$ cat src/rtl/adc_sif_pkg.sv
package adc_sif_pkg;

  typedef enum logic [1:0] {
    OP_NOP  = 2'b00,
    OP_CFG  = 2'b01,
    OP_CONV = 2'b10,
    OP_MODE = 2'b11
  } op_e;

  typedef struct packed {
    logic       diff;
    logic [1:0] span;
  } ch_cfg_t;

  localparam logic [1:0] SPAN_3X  = 2'd0;
  localparam logic [1:0] SPAN_BAD = 2'd3;

  localparam logic [1:0] MODE_EXT_CLK = 2'd0;
  localparam logic [1:0] MODE_EXT_ACQ = 2'd1;
  localparam logic [1:0] MODE_INT_CLK = 2'd2;

endpackage

$ cat src/rtl/adc_sif_sync.sv
module adc_sif_sync #(
  parameter int STAGES = 2
) (
  input  logic clk,
  input  logic rst,
  input  logic sclk_i,
  input  logic sel_n_i,
  input  logic cmd_i,
  output logic sclk_rise,
  output logic sclk_fall,
  output logic sel_active,
  output logic cmd_q
);

  // each stage holds {sclk, sel_n, cmd}
  localparam logic [2:0] IDLE_VAL = 3'b010;

  logic [STAGES-1:0][2:0] pipe;
  logic                   sclk_d;

  always_ff @(posedge clk) begin
    if (rst) begin
      pipe   <= {STAGES{IDLE_VAL}};
      sclk_d <= 1'b0;
    end else begin
      pipe[0] <= {sclk_i, sel_n_i, cmd_i};
      for (int i = 1; i < STAGES; i++) pipe[i] <= pipe[i-1];
      sclk_d <= pipe[STAGES-1][2];
    end
  end

  assign sclk_rise  = pipe[STAGES-1][2] & ~sclk_d;
  assign sclk_fall  = ~pipe[STAGES-1][2] & sclk_d;
  assign sel_active = ~pipe[STAGES-1][1];
  assign cmd_q      = pipe[STAGES-1][0];

endmodule

$ cat src/rtl/adc_sif_cmd_rx.sv
module adc_sif_cmd_rx #(
  parameter int CMD_W = 8
) (
  input  logic             clk,
  input  logic             rst,
  input  logic             rise,
  input  logic             sel_active,
  input  logic             cmd_bit,
  input  logic             accept_ok,
  output logic             rx_busy,
  output logic             word_vld,
  output logic [CMD_W-1:0] word
);

  localparam int CW = $clog2(CMD_W);

  logic [CW-1:0]    cnt;
  logic [CMD_W-2:0] sh;

  always_ff @(posedge clk) begin
    if (rst) begin
      rx_busy  <= 1'b0;
      cnt      <= '0;
      sh       <= '0;
      word_vld <= 1'b0;
      word     <= '0;
    end else begin
      word_vld <= 1'b0;
      if (!sel_active) begin
        rx_busy <= 1'b0;
        cnt     <= '0;
      end else if (rise) begin
        if (!rx_busy) begin
          if (cmd_bit && accept_ok) begin
            rx_busy <= 1'b1;
            cnt     <= '0;
          end
        end else begin
          sh  <= {sh[CMD_W-3:0], cmd_bit};
          cnt <= cnt + 1'b1;
          if (cnt == CW'(CMD_W - 1)) begin
            rx_busy  <= 1'b0;
            word_vld <= 1'b1;
            word     <= {sh, cmd_bit};
          end
        end
      end
    end
  end

endmodule

$ cat src/rtl/adc_sif_cfg_bank.sv
module adc_sif_cfg_bank
  import adc_sif_pkg::*;
#(
  parameter int NUM_CH = 8,
  parameter int CH_W   = $clog2(NUM_CH)
) (
  input  logic            clk,
  input  logic            rst,
  input  logic            we,
  input  logic [CH_W-1:0] wsel,
  input  ch_cfg_t         wdata,
  input  logic [CH_W-1:0] rsel,
  output ch_cfg_t         rdata
);

  ch_cfg_t regs [NUM_CH];

  always_ff @(posedge clk) begin
    if (rst) begin
      for (int i = 0; i < NUM_CH; i++) regs[i] <= '{diff: 1'b0, span: SPAN_3X};
    end else if (we) begin
      regs[wsel] <= wdata;
    end
  end

  assign rdata = regs[rsel];

endmodule

$ cat src/rtl/adc_sif_tx.sv
module adc_sif_tx #(
  parameter int RES_W = 14,
  parameter int CNT_W = $clog2(RES_W + 1)
) (
  input  logic             clk,
  input  logic             rst,
  input  logic             load,
  input  logic [RES_W-1:0] res,
  input  logic             fall,
  input  logic             sel_active,
  output logic             dout,
  output logic [CNT_W-1:0] sent
);

  logic [RES_W-1:0] sh;

  always_ff @(posedge clk) begin
    if (rst) begin
      sh   <= '0;
      sent <= CNT_W'(RES_W);
    end else if (load) begin
      sh   <= res;
      sent <= '0;
    end else if (fall && sel_active && sent != CNT_W'(RES_W)) begin
      sh   <= {sh[RES_W-2:0], 1'b0};
      sent <= sent + 1'b1;
    end
  end

  assign dout = sh[RES_W-1];

endmodule

$ cat src/rtl/adc_serial_if.sv
module adc_serial_if
  import adc_sif_pkg::*;
#(
  parameter int RES_W       = 14,
  parameter int NUM_CH      = 8,
  parameter int SYNC_STAGES = 2,
  parameter int CH_W        = $clog2(NUM_CH)
) (
  input  logic             clk,
  input  logic             rst,
  input  logic             ser_clk,
  input  logic             ser_sel_n,
  input  logic             ser_cmd,
  input  logic             conv_done,
  input  logic [RES_W-1:0] conv_data,
  output logic             ser_res,
  output logic             ser_res_en,
  output logic             conv_req,
  output logic [CH_W-1:0]  conv_chan,
  output logic             conv_diff,
  output logic [1:0]       conv_span,
  output logic             conv_busy,
  output logic             res_ready,
  output logic [1:0]       clk_mode
);

  localparam int CMD_W = 2 + CH_W + 3;
  localparam int CNT_W = $clog2(RES_W + 1);

  logic             sclk_rise, sclk_fall, sel_active, cmd_q;
  logic             rx_busy, word_vld, accept_ok, tx_load, cfg_we;
  logic [CMD_W-1:0] word;
  logic [CNT_W-1:0] sent, thr;
  logic [CH_W-1:0]  w_chan;
  op_e              w_op;
  ch_cfg_t          w_cfg, rd_cfg;

  adc_sif_sync #(.STAGES(SYNC_STAGES)) sync_i (
    .clk(clk), .rst(rst), .sclk_i(ser_clk), .sel_n_i(ser_sel_n), .cmd_i(ser_cmd),
    .sclk_rise(sclk_rise), .sclk_fall(sclk_fall), .sel_active(sel_active), .cmd_q(cmd_q)
  );

  // bits that must have left the result line before a new start is taken
  always_comb begin
    case (clk_mode)
      MODE_EXT_CLK: thr = CNT_W'(RES_W - 1);
      MODE_EXT_ACQ: thr = CNT_W'(RES_W - 5);
      MODE_INT_CLK: thr = CNT_W'(RES_W - 2);
      default:      thr = CNT_W'(RES_W);
    endcase
  end

  assign accept_ok = ~conv_busy && (sent >= thr);

  adc_sif_cmd_rx #(.CMD_W(CMD_W)) rx_i (
    .clk(clk), .rst(rst), .rise(sclk_rise), .sel_active(sel_active), .cmd_bit(cmd_q),
    .accept_ok(accept_ok), .rx_busy(rx_busy), .word_vld(word_vld), .word(word)
  );

  assign w_op   = op_e'(word[CMD_W-1 -: 2]);
  assign w_chan = word[CH_W+2:3];
  assign w_cfg  = '{diff: word[2], span: word[1:0]};
  assign cfg_we = word_vld && (w_op == OP_CFG) && (word[1:0] != SPAN_BAD);

  adc_sif_cfg_bank #(.NUM_CH(NUM_CH), .CH_W(CH_W)) cfg_i (
    .clk(clk), .rst(rst), .we(cfg_we), .wsel(w_chan), .wdata(w_cfg),
    .rsel(w_chan), .rdata(rd_cfg)
  );

  assign tx_load = conv_done && conv_busy;

  adc_sif_tx #(.RES_W(RES_W), .CNT_W(CNT_W)) tx_i (
    .clk(clk), .rst(rst), .load(tx_load), .res(conv_data), .fall(sclk_fall),
    .sel_active(sel_active), .dout(ser_res), .sent(sent)
  );

  always_ff @(posedge clk) begin
    if (rst) begin
      conv_req   <= 1'b0;
      conv_chan  <= '0;
      conv_diff  <= 1'b0;
      conv_span  <= SPAN_3X;
      conv_busy  <= 1'b0;
      res_ready  <= 1'b0;
      clk_mode   <= MODE_EXT_CLK;
      ser_res_en <= 1'b0;
    end else begin
      conv_req   <= 1'b0;
      res_ready  <= 1'b0;
      ser_res_en <= sel_active;
      if (word_vld && w_op == OP_CONV && !conv_busy) begin
        conv_req  <= 1'b1;
        conv_chan <= w_chan;
        conv_diff <= rd_cfg.diff;
        conv_span <= rd_cfg.span;
        conv_busy <= 1'b1;
      end
      if (tx_load) begin
        conv_busy <= 1'b0;
        res_ready <= 1'b1;
      end
      if (word_vld && w_op == OP_MODE) clk_mode <= word[1:0];
    end
  end

endmodule

$ cat config.mk
export PLATFORM = sky130hd
export DESIGN_NAME = adc_serial_if
export DESIGN_NICKNAME = d
export VERILOG_FILES = /design/src/rtl/adc_sif_pkg.sv /design/src/rtl/adc_sif_sync.sv /design/src/rtl/adc_sif_cmd_rx.sv /design/src/rtl/adc_sif_cfg_bank.sv /design/src/rtl/adc_sif_tx.sv /design/src/rtl/adc_serial_if.sv
export SDC_FILE = /design/constraint.sdc
export NUM_CORES = 1
export LEC_CHECK = 0
export CAP_MARGIN = 10
export CORE_MARGIN = 4
export CORE_UTILIZATION = 28
export CTS_BUF_LIST = sky130_fd_sc_hd__clkbuf_4 sky130_fd_sc_hd__clkbuf_8
export CTS_CLUSTER_SIZE = 28
export DETAILED_ROUTE_END_ITERATION = 8
export PLACE_DENSITY = 0.53
export SLEW_MARGIN = 20
export SYNTH_ARGS = -nofsm -noshare
export SYNTH_HDL_FRONTEND = slang
export SYNTH_HIERARCHICAL = 1
export SYNTH_SLANG_ARGS = --single-unit
$ cat constraint.sdc
create_clock -name clk -period 2.3 [get_ports clk]
set_clock_uncertainty 0.2 [all_clocks]
set_input_delay 0.46 -clock clk [delete_from_list [all_inputs] [get_ports clk]]
set_output_delay 0.46 -clock clk [all_outputs]
set_load 0.05 [all_outputs]
==> results.md <==
* Min Clock Period, post-route at 2210 ps
* Initial core utilization at 28.6%
* Placed cell areas at 4080 sq um
* CTS Root Cell: clkbuf_8
* Crit Path Category: reg -> out
* Antenna Cells at 0
* RSZ-0062 raised after global routing: false
* DR vias/cell at 4.66
* Drt first-iter violations at 206
* Worst Hold End: sync_i/pipe[4]$_SDFF_PP1_
* Cts hold-fix bufs at 0
* Flops & latches, synth at 81
* Via count at 2547
* Area contributors post-synth: dfxtp_1 31%, edfxtp_1 20%, mux4_1 4.3%
* Vias in the first global route at 2479
* Initial DRT Pass Iterations at 4
* Ys Warns at 6
* Congestion Overflow GR at 0
* Status: complete, no violations
* Post-route ant nets at 0
* Slew Viols, Final at 0
* Critical-path cell list: clkdlybuf4s50_1
* Nets at 397
* Required time worst endpoint at 1640 ps
* IO buf count at 32
* Final Hold Fails at 0
* Fin Setup TNS at 0 ps
* Sequential fraction of the synthesis area at 51.4%
* Total Wirelength at 7260 um
* Final setup fails at 0
* Post-synthesis cell area at 3620 sq um
* Die area at 14800 sq um
* Clock tree sinks at 81
* Distinct cells, synth at 45
* Min-Delay Path Class: reg -> reg
* Pwr Density at 593 nW/um^2
* CTS max path bufs at 2
* Slew headroom at 58.7%
* CTS resizes at 0
* Chip Height at 122 um
* Slew @ Worst Pin at 617 ps
* Syn_nets at 368
* Clock Pin Slew Worst Setup and Hold Paths at 80 ps
* Number of buffers created by CTS at 9
* Routed WL per cell at 13.3 um
* Worst path max stage delay at 830 ps
* Hold WS at 209 ps
* Die Span X at 122 um
* CP Max Fanout at 4
* Core area at 12700 sq um
* Hold path depth at 1
* Initial antenna violation count at 0
* Fmax at 452 MHz
* CP Capture Type: primary output
* Rows at 41
* Reg2reg path depth at 4
* VDD IR max at 0.224 mV
* IO Count at 33
* First-pass GRT wire length at 12000 um
* Final Util at 33.6%
* Dominant cell type by area after synthesis: dfxtp_1
* Max_cap viols at 0
* Share of cells above drive strength 1 at 11.2%
* Worst Path Buf+Inv at 1
* Hpwl dp at 4990 um
* Min-delay src: sync_i/pipe[1]$_SDFF_PP1_
* Commonest non-fill, non-tap cell in the layout: dfxtp_1
* Final period util at 96.3%
* Fillers at 1334
* Reg2reg start: rx_i/word[6]$_SDFFE_PP0P_
* Worst Path Arrival at 1550 ps
* GRT Total Usage at 10.1%
* Largest delay contributor family on the critical path: buffers and inverters
* Skew-Pair Late Insertion Delay at 360 ps
* Crit path launch type: flip-flop
* Design area at 4250 sq um
* Leakage at 1.54 nW
* Post-Synthesis Cells at 341
* Slowest cell on the critical path: clkdlybuf4s50_1
* Post-synth top area share at 31.5%
* Postcts setup bufs at 0
* # DRC at 0
* TritonCTS clock tree: built
* Commonest non-fill, non-tap cells in the layout: 57 x dfxtp_1, 29 x clkdlybuf4s50_1, 24 x nand2_1, 24 x nor3_1, 24 x edfxtp_1
* H-tree levels at 3
* R2r setup slk at 180 ps
* Area grow syn2layout at 17.3%
* Avg Inst Size Synth at 10.6 sq um
* RR Endpoint: cfg_i/regs[0][1]$_SDFFCE_PN0P_
* Pin count of the biggest net entering global routing at 51
* Routability Congestion at 0.760
[per-layer routing]
metal / global-route usage [%] / part of all wire (%)
met5: 0 / 0
met4: 3.57 / 1.2
met1: 13.0 / 47
met3: 3.25 / 3.9
met2: 16.1 / 47
[kinds of logic (layout without fill, tap and decap cells)]
kind of cell,Yosys count,after routing,share of synthesized area (%)
simple gates,106,106,15.1
flops,81,81,51.4
compound gates,78,78,15.2
buf+inv,45,79,6.56
mux,24,24,9.42
fa+ha+maj,7,7,2.42
[stage by stage]
step	instances	power (mW)	setup slack [ps]
2_1_floorplan	341	1.58	301
3_3_place_gp	531	1.63	251
3_5_place_dp	531	1.63	165
4_1_cts	547	2.57	2.12
5_1_grt	547	2.62	27.4
6_report	547	2.52	86.2
[report_power, final]
group | leakage, nW | internal, mW | switching, mW
logic | 0.774 | 0.0496 | 0.0470
clock network | 0.0814 | 0.389 | 0.534
registers | 0.688 | 1.49 | 0.00912
[how the worst max path moves through the flow]
| stage | from | endpoint | slack, ps | cells after the start |
|---|---|---|---|---|
| finish | clk_mode[0]$_SDFFE_PP0P_ | clk_mode[0] | 90 | 1 |
| global route | clk_mode[0]$_SDFFE_PP0P_ | clk_mode[0] | 30 | 1 |
| CTS | conv_busy$_SDFFE_PP0P_ | conv_busy | 2 | 1 |
| detailed placement | rx_i/word[6]$_SDFFE_PP0P_ | cfg_i/regs[0][2]$_SDFFCE_PN0P_ | 170 | 4 |
| global placement | rst | cfg_i/regs[1][0]$_SDFFCE_PN0P_ | 250 | 3 |
| floorplan | clk_mode[1]$_SDFFE_PP0P_ | rx_i/cnt[0]$_SDFFE_PP0P_ | 300 | 8 |
[sequential cells by signal, indices dropped and copies added (netlist names), 2 cells and up]
signal       count
cfg_i/regs      24
clk_mode         2
conv_chan        3
conv_span        2
rx_i/cnt         3
rx_i/sh          7
rx_i/word        8
sync_i/pipe      5
tx_i/sent        4
tx_i/sh         14
[cells in the mapped netlist]
library cell  instances
dfxtp_1              57
edfxtp_1             24
nand2_1              24
nor3_1               24
inv_1                20
a21oi_1              19
nor2_1               18
mux2i_1              15
a31oi_1              13
nor2b_1              11
o21ai_1              11
a221oi_2              8
nand3_1               8
o21ai_0               8
o21bai_1              8
ha_1                  7
mux4_1                6
nand2b_1              6
a221oi_1              5
buf_2                 5
buf_6                 5
clkbuf_1              5
buf_4                 3
clkinv_1              3
mux2_2                3
a211oi_1              2
and2_1                2
clkbuf_2              2
nand3_2               2
or2_1                 2
a211oi_2              1
a31o_2                1
a41o_1                1
and3_4                1
and4_1                1
buf_1                 1
buf_8                 1
nand3b_1              1
nand4_1               1
nand4b_1              1
nand4bb_1             1
o311ai_0              1
or2_2                 1
or3b_1                1
or4_1                 1
[area by class of cell]
class	instances	area (sq um)	share of cell area [%]
Sequential cell	81	1860	43.8
Multi-Input combinational cell	215	1530	35.9
Timing Repair Buffer	40	393	9.24
Tap cell	172	215	5.06
Clock buffer	9	124	2.91
Inverter	23	86.3	2.03
Clock inverter	7	46.3	1.09
No activity file was read; power rests on OpenSTA's default activity.
